### src/rtl/maxpt_pkg.sv
package maxpt_pkg;
  typedef enum logic [1:0] {
    ST_LOAD = 2'd0,
    ST_SORT = 2'd1,
    ST_SCAN = 2'd2,
    ST_DONE = 2'd3
  } eng_state_e;
endpackage

### src/rtl/maxpt_order.sv
// Decides whether point A must precede point B in output order:
// occupied slots first, then larger X, then larger Y.
module maxpt_order #(
  parameter int XW = 8,
  parameter int YW = 8
) (
  input  logic          a_vld,
  input  logic [XW-1:0] a_x,
  input  logic [YW-1:0] a_y,
  input  logic          b_vld,
  input  logic [XW-1:0] b_x,
  input  logic [YW-1:0] b_y,
  output logic          a_first
);
  logic key_gt;

  always_comb begin
    key_gt = (a_x > b_x) || ((a_x == b_x) && (a_y > b_y));
    if (a_vld && !b_vld)       a_first = 1'b1;
    else if (!a_vld)           a_first = 1'b0;
    else                       a_first = key_gt;
  end
endmodule

### src/rtl/maxpt_sorter.sv
// Registered slot array with an odd-even transposition network.
// Each step applies the compare-exchange cells of one parity.
module maxpt_sorter #(
  parameter int N  = 8,
  parameter int XW = 8,
  parameter int YW = 8,
  parameter int IW = 3
) (
  input  logic          clk,
  input  logic          rst_n,
  input  logic          clr,
  input  logic          ld_en,
  input  logic [IW-1:0] ld_pos,
  input  logic [XW-1:0] ld_x,
  input  logic [YW-1:0] ld_y,
  input  logic          step,
  input  logic          odd_phase,
  input  logic [IW-1:0] rd_pos,
  output logic [XW-1:0] rd_x,
  output logic [YW-1:0] rd_y,
  output logic [IW-1:0] rd_idx
);
  logic [N-1:0]  vld_q;
  logic [XW-1:0] x_q   [N];
  logic [YW-1:0] y_q   [N];
  logic [IW-1:0] idx_q [N];

  logic [N-1:0]  vld_n;
  logic [XW-1:0] x_n   [N];
  logic [YW-1:0] y_n   [N];
  logic [IW-1:0] idx_n [N];

  logic [N-1:0]  swap;

  // Compare-exchange cells, one per adjacent pair.
  for (genvar i = 0; i < N - 1; i++) begin : g_pair
    logic hi_first;
    maxpt_order #(.XW(XW), .YW(YW)) u_ord (
      .a_vld  (vld_q[i+1]),
      .a_x    (x_q[i+1]),
      .a_y    (y_q[i+1]),
      .b_vld  (vld_q[i]),
      .b_x    (x_q[i]),
      .b_y    (y_q[i]),
      .a_first(hi_first)
    );
    assign swap[i] = step && (odd_phase == ((i % 2) == 1)) && hi_first;
  end
  assign swap[N-1] = 1'b0;

  // Next value of every slot: from above, from below, or kept.
  for (genvar j = 0; j < N; j++) begin : g_slot
    logic          from_hi, from_lo;
    logic          up_v, dn_v;
    logic [XW-1:0] up_x, dn_x;
    logic [YW-1:0] up_y, dn_y;
    logic [IW-1:0] up_i, dn_i;

    if (j < N - 1) begin : g_up
      assign from_hi = swap[j];
      assign up_v    = vld_q[j+1];
      assign up_x    = x_q[j+1];
      assign up_y    = y_q[j+1];
      assign up_i    = idx_q[j+1];
    end else begin : g_up_edge
      assign from_hi = 1'b0;
      assign up_v    = vld_q[j];
      assign up_x    = x_q[j];
      assign up_y    = y_q[j];
      assign up_i    = idx_q[j];
    end

    if (j > 0) begin : g_dn
      assign from_lo = swap[j-1];
      assign dn_v    = vld_q[j-1];
      assign dn_x    = x_q[j-1];
      assign dn_y    = y_q[j-1];
      assign dn_i    = idx_q[j-1];
    end else begin : g_dn_edge
      assign from_lo = 1'b0;
      assign dn_v    = vld_q[j];
      assign dn_x    = x_q[j];
      assign dn_y    = y_q[j];
      assign dn_i    = idx_q[j];
    end

    assign vld_n[j] = from_hi ? up_v : (from_lo ? dn_v : vld_q[j]);
    assign x_n[j]   = from_hi ? up_x : (from_lo ? dn_x : x_q[j]);
    assign y_n[j]   = from_hi ? up_y : (from_lo ? dn_y : y_q[j]);
    assign idx_n[j] = from_hi ? up_i : (from_lo ? dn_i : idx_q[j]);
  end

  always_ff @(posedge clk) begin
    if (!rst_n) begin
      vld_q <= '0;
      for (int k = 0; k < N; k++) begin
        x_q[k]   <= '0;
        y_q[k]   <= '0;
        idx_q[k] <= '0;
      end
    end else if (clr) begin
      vld_q <= '0;
    end else begin
      for (int k = 0; k < N; k++) begin
        if (ld_en && (ld_pos == IW'(k))) begin
          vld_q[k] <= 1'b1;
          x_q[k]   <= ld_x;
          y_q[k]   <= ld_y;
          idx_q[k] <= ld_pos;
        end else begin
          vld_q[k] <= vld_n[k];
          x_q[k]   <= x_n[k];
          y_q[k]   <= y_n[k];
          idx_q[k] <= idx_n[k];
        end
      end
    end
  end

  assign rd_x   = x_q[rd_pos];
  assign rd_y   = y_q[rd_pos];
  assign rd_idx = idx_q[rd_pos];
endmodule

### src/rtl/maxpt_scan.sv
// Running prefix maximum over Y in emission order; flags strict gains.
module maxpt_scan #(
  parameter int YW = 8
) (
  input  logic          clk,
  input  logic          rst_n,
  input  logic          clr,
  input  logic          fire,
  input  logic [YW-1:0] cur_y,
  output logic          is_max
);
  logic          seen_q;
  logic [YW-1:0] run_q;

  // "Nothing seen yet" acts as a maximum below every legal Y.
  assign is_max = !seen_q || (cur_y > run_q);

  always_ff @(posedge clk) begin
    if (!rst_n) begin
      seen_q <= 1'b0;
      run_q  <= '0;
    end else if (clr) begin
      seen_q <= 1'b0;
      run_q  <= '0;
    end else if (fire) begin
      seen_q <= 1'b1;
      if (is_max) run_q <= cur_y;
    end
  end
endmodule

### src/rtl/maxpt_engine.sv
module maxpt_engine #(
  parameter int N  = 8,
  parameter int XW = 8,
  parameter int YW = 8,
  localparam int IW = (N > 1) ? $clog2(N) : 1
) (
  input  logic          clk,
  input  logic          rst_n,
  input  logic          in_valid,
  output logic          in_ready,
  input  logic [XW-1:0] in_x,
  input  logic [YW-1:0] in_y,
  input  logic          in_last,
  output logic          out_valid,
  input  logic          out_ready,
  output logic [XW-1:0] out_x,
  output logic [YW-1:0] out_y,
  output logic [IW-1:0] out_idx,
  output logic          out_max,
  output logic          batch_done
);
  import maxpt_pkg::*;

  localparam int CW = $clog2(N + 1);

  eng_state_e    state_q;
  logic [CW-1:0] cnt_q;
  logic [IW-1:0] ph_q;
  logic [IW-1:0] pos_q;

  logic in_fire, out_fire, sorting, clr_all, close_batch, last_beat;

  assign in_ready    = (state_q == ST_LOAD);
  assign out_valid   = (state_q == ST_SCAN);
  assign batch_done  = (state_q == ST_DONE);
  assign sorting     = (state_q == ST_SORT);
  assign clr_all     = (state_q == ST_DONE);
  assign in_fire     = in_valid && in_ready;
  assign out_fire    = out_valid && out_ready;
  assign close_batch = in_last || (cnt_q == CW'(N - 1));
  assign last_beat   = (CW'(pos_q) == (cnt_q - CW'(1)));

  always_ff @(posedge clk) begin
    if (!rst_n) begin
      state_q <= ST_LOAD;
      cnt_q   <= '0;
      ph_q    <= '0;
      pos_q   <= '0;
    end else begin
      case (state_q)
        ST_LOAD: if (in_fire) begin
          cnt_q <= cnt_q + CW'(1);
          if (close_batch) begin
            state_q <= ST_SORT;
            ph_q    <= '0;
          end
        end
        ST_SORT: begin
          ph_q <= ph_q + IW'(1);
          if (ph_q == IW'(N - 1)) begin
            state_q <= ST_SCAN;
            pos_q   <= '0;
          end
        end
        ST_SCAN: if (out_fire) begin
          pos_q <= pos_q + IW'(1);
          if (last_beat) state_q <= ST_DONE;
        end
        default: begin
          state_q <= ST_LOAD;
          cnt_q   <= '0;
        end
      endcase
    end
  end

  maxpt_sorter #(.N(N), .XW(XW), .YW(YW), .IW(IW)) u_sort (
    .clk      (clk),
    .rst_n    (rst_n),
    .clr      (clr_all),
    .ld_en    (in_fire),
    .ld_pos   (cnt_q[IW-1:0]),
    .ld_x     (in_x),
    .ld_y     (in_y),
    .step     (sorting),
    .odd_phase(ph_q[0]),
    .rd_pos   (pos_q),
    .rd_x     (out_x),
    .rd_y     (out_y),
    .rd_idx   (out_idx)
  );

  maxpt_scan #(.YW(YW)) u_scan (
    .clk   (clk),
    .rst_n (rst_n),
    .clr   (clr_all),
    .fire  (out_fire),
    .cur_y (out_y),
    .is_max(out_max)
  );
endmodule

### config.mk
export PLATFORM = sky130hd
export DESIGN_NAME = maxpt_engine
export DESIGN_NICKNAME = d
export VERILOG_FILES = /design/src/rtl/maxpt_pkg.sv /design/src/rtl/maxpt_order.sv /design/src/rtl/maxpt_sorter.sv /design/src/rtl/maxpt_scan.sv /design/src/rtl/maxpt_engine.sv
export SDC_FILE = /design/constraint.sdc
export NUM_CORES = 1
export LEC_CHECK = 0
export BUFFER_PORTS_ARGS = -buffer_cell sky130_fd_sc_hd__buf_2
export CAP_MARGIN = 20
export CORE_AREA = 2 2 215 217
export DETAILED_ROUTE_END_ITERATION = 6
export DIE_AREA = 0 0 217 219
export PLACE_DENSITY = 0.54
export SETUP_SLACK_MARGIN = 0.4
export SKIP_CTS_REPAIR_TIMING = 1
export SLEW_MARGIN = 20
export SYNTH_ARGS = -nofsm -noshare
export SYNTH_HDL_FRONTEND = slang
export SYNTH_SLANG_ARGS = --single-unit
### constraint.sdc
create_clock -name clk -period 5.9 [get_ports clk]
set_clock_uncertainty 0.05 [all_clocks]
set_input_delay 0.59 -clock clk [delete_from_list [all_inputs] [get_ports clk]]
set_output_delay 0.59 -clock clk [all_outputs]
set_load 0.1 [all_outputs]
==> reports/results.ini <==
[run_status]
status=finished clean

[route]
detail-route-antenna-nets=0
drc=0
met2_wirelength_microns=21500
wl_per_cell_microns=22.9
routed_wl_microns=45900
first_pass_iters=5
vias=11100
drtIter0Drc=936
top_layer_used=met4
via_per_inst=5.52
wl_met3_microns=3070
wl_met1_microns=19700

[place]
io_buffers=43
dpl.hpwl_microns=32400
pre_cts_slack_ns=1.83
gp_congestion=0.881
placed_area_sq_um=14300
place_inst=1970

[cells_and_area]
synthToLayoutAreaGrowth_pct=11.2
drive_above_1_share=0.121
nNetsFinal=1545
antenna_cells=0
layoutNonFillerInstCount=2002
layout_common_cells=edfxtp_1, nand2_1, o21ai_0, inv_1
fin_util=0.331
final_common_cell=edfxtp_1
final_area_sq_um=14900

[setup_path]
critical_path.slowest_cell=a2111oi_1
reg2reg_slack_ns=1.57
worst_ep_arrival_time_ns=3.92
critPathBufInv=2
reg2reg_from=u_sort.x_q[4][7]
cp-end-kind=primary output
path_cells=buf_4 > mux4_2 > mux2_2 > ha_1 > nand3_1 > a31oi_1 > a2111oi_1 > nor2_1 > buf_2
cp-start-kind=flop
path_max_fanout=26
critPathMaxStageDelay_ns=0.68
critPathTopFamily=multiplexers
r2r_cells=10
path_class=reg -> out
r2r_end=u_sort.idx_q[4][2]
crit_cells=9
crit_required_ns=5.26

[floorplan]
initial_core_util=0.298
die_y_microns=219
die_area_sq_um=47500
io_pins=44
chipWidth_microns=217
rows=78
core_area_sq_um=45100

[flow_run]
maxCapViolCount=0

[sta]
tightest_slew_ns=1.08
grt_setup_unrepaired=no
fin_crit_ns=4.56
hold_viol=0
slew_viol_final=0
fin_worst_hold_slack_ns=0.436
setup_tns_ns=0
setup_viol_count_final=0
setup_ws_ns=1.34
fin_crit_sh=0.773
timing.fmax_mhz=219
relSlewSlack=0.280

[clock_tree]
cts_tree=yes
root_buffer=clkbuf_16
clk_pin_slew_ns=0.08
clockBufferDepth=2
htree_levels=4
clkLatencyLatePin_ns=0.47
cts_made_buffers=17
cts.sinks=184

[logic_synthesis]
ys.flop_type=edfxtp_1
ys_types=63
synth-seq-cells=184
synth-edff-count=152
syn-num-nets=1530
synthCells=1375
syn_area_sq_um=13400
ys_warn_count=0
syn_area_per_cell_sq_um=9.76
ys_seq_area_frac=0.388
ys_async_sr_fraction=0

[hold_path]
worstHoldEndpoint=u_sort.vld_q[7]
hp-start=in_valid
hp-class=in -> reg
hold_depth=3

[global_route]
grt_use_total=0.195
grt_pass1_vias=10900
grt_max_degree=44
grt_pass1_wl_microns=68800
antenna_found_initial=0
grt-ovfl-total=0

[power_and_ir_drop]
power_density_nw_per_um2=362
total_power_mw=5.41
ir_drop_uv=257
p_leak_nw=5.96

==> worst reg2reg max path, stage by stage (launching register included) <==
cell,delay (ns)
edfxtp_1,0.45
inv_1,0.08
ha_1,0.32
nand4_1,0.14
nor2_1,0.42
o311ai_0,0.34
a31oi_4,0.61
buf_4,0.40
a21oi_1,0.12
a31oi_2,0.69
buf_4,0.41
==> worst max path at each step <==
stage	from	to
2_1_floorplan	flop	out_max
3_3_place_gp	flop	out_max
3_5_place_dp	flop	out_max
4_1_cts	flop	out_max
5_1_grt	flop	out_max
6_report	flop	out_max
==> report_power, final <==
part	internal, mW	leakage, nW	total (mW)	switching (mW)
clock	0.657	0.274	1.19	0.531
combinational	0.694	3.87	2.24	1.54
sequential	1.70	1.82	1.98	0.283
total	3.05	5.96	5.41	2.36
==> metal layers <==
layer / global-route usage / vias up
met3: 0.0378 / 82
met4: 0.0806 / 0
met1: 0.257 / 5495
met5: 0 / -
li1: - / 5055
met2: 0.314 / 425
==> layout make-up <==
cell class | count | area, sq um
Fill cell | 4606 | 30200
Multi-Input combinational cell | 981 | 7450
Sequential cell | 184 | 5210
Tap cell | 600 | 751
Inverter | 136 | 510
Timing Repair Buffer | 70 | 438
Clock buffer | 20 | 437
Clock inverter | 11 | 131
==> cells by family after synthesis <==
family	Yosys count	synth area share
and+or+nand+nor	311	0.106
adders and majority gates	134	0.125
AOI/OAI and AO/OA	361	0.150
xor gates and xnor gates	4	0.00261
muxes	171	0.164
DFF	184	0.388
buffers and inverters	210	0.0647
==> synth_stat cells, types with 32 or more instances <==
cell,instances,area share
a21oi_1,135,0.050
clkbuf_1,42,0.012
dfxtp_1,32,0.048
edfxtp_1,152,0.34
ha_1,134,0.12
inv_1,135,0.038
mux2i_1,123,0.092
mux4_2,38,0.064
nand2_1,150,0.042
nand3_1,39,0.015
nor2_1,48,0.013
o21ai_0,152,0.057
==> flip-flops by register name, indices dropped and copies added, names as in the netlist, named ones only <==
register,flops
u_sort.x_q,64
u_sort.y_q,64
u_sort.idx_q,24
u_scan.run_q,8
u_sort.vld_q,8
cnt_q,4
ph_q,3
pos_q,3
state_q,2
u_scan.seen_q,1
No activity file was read; power rests on OpenSTA's default activity.
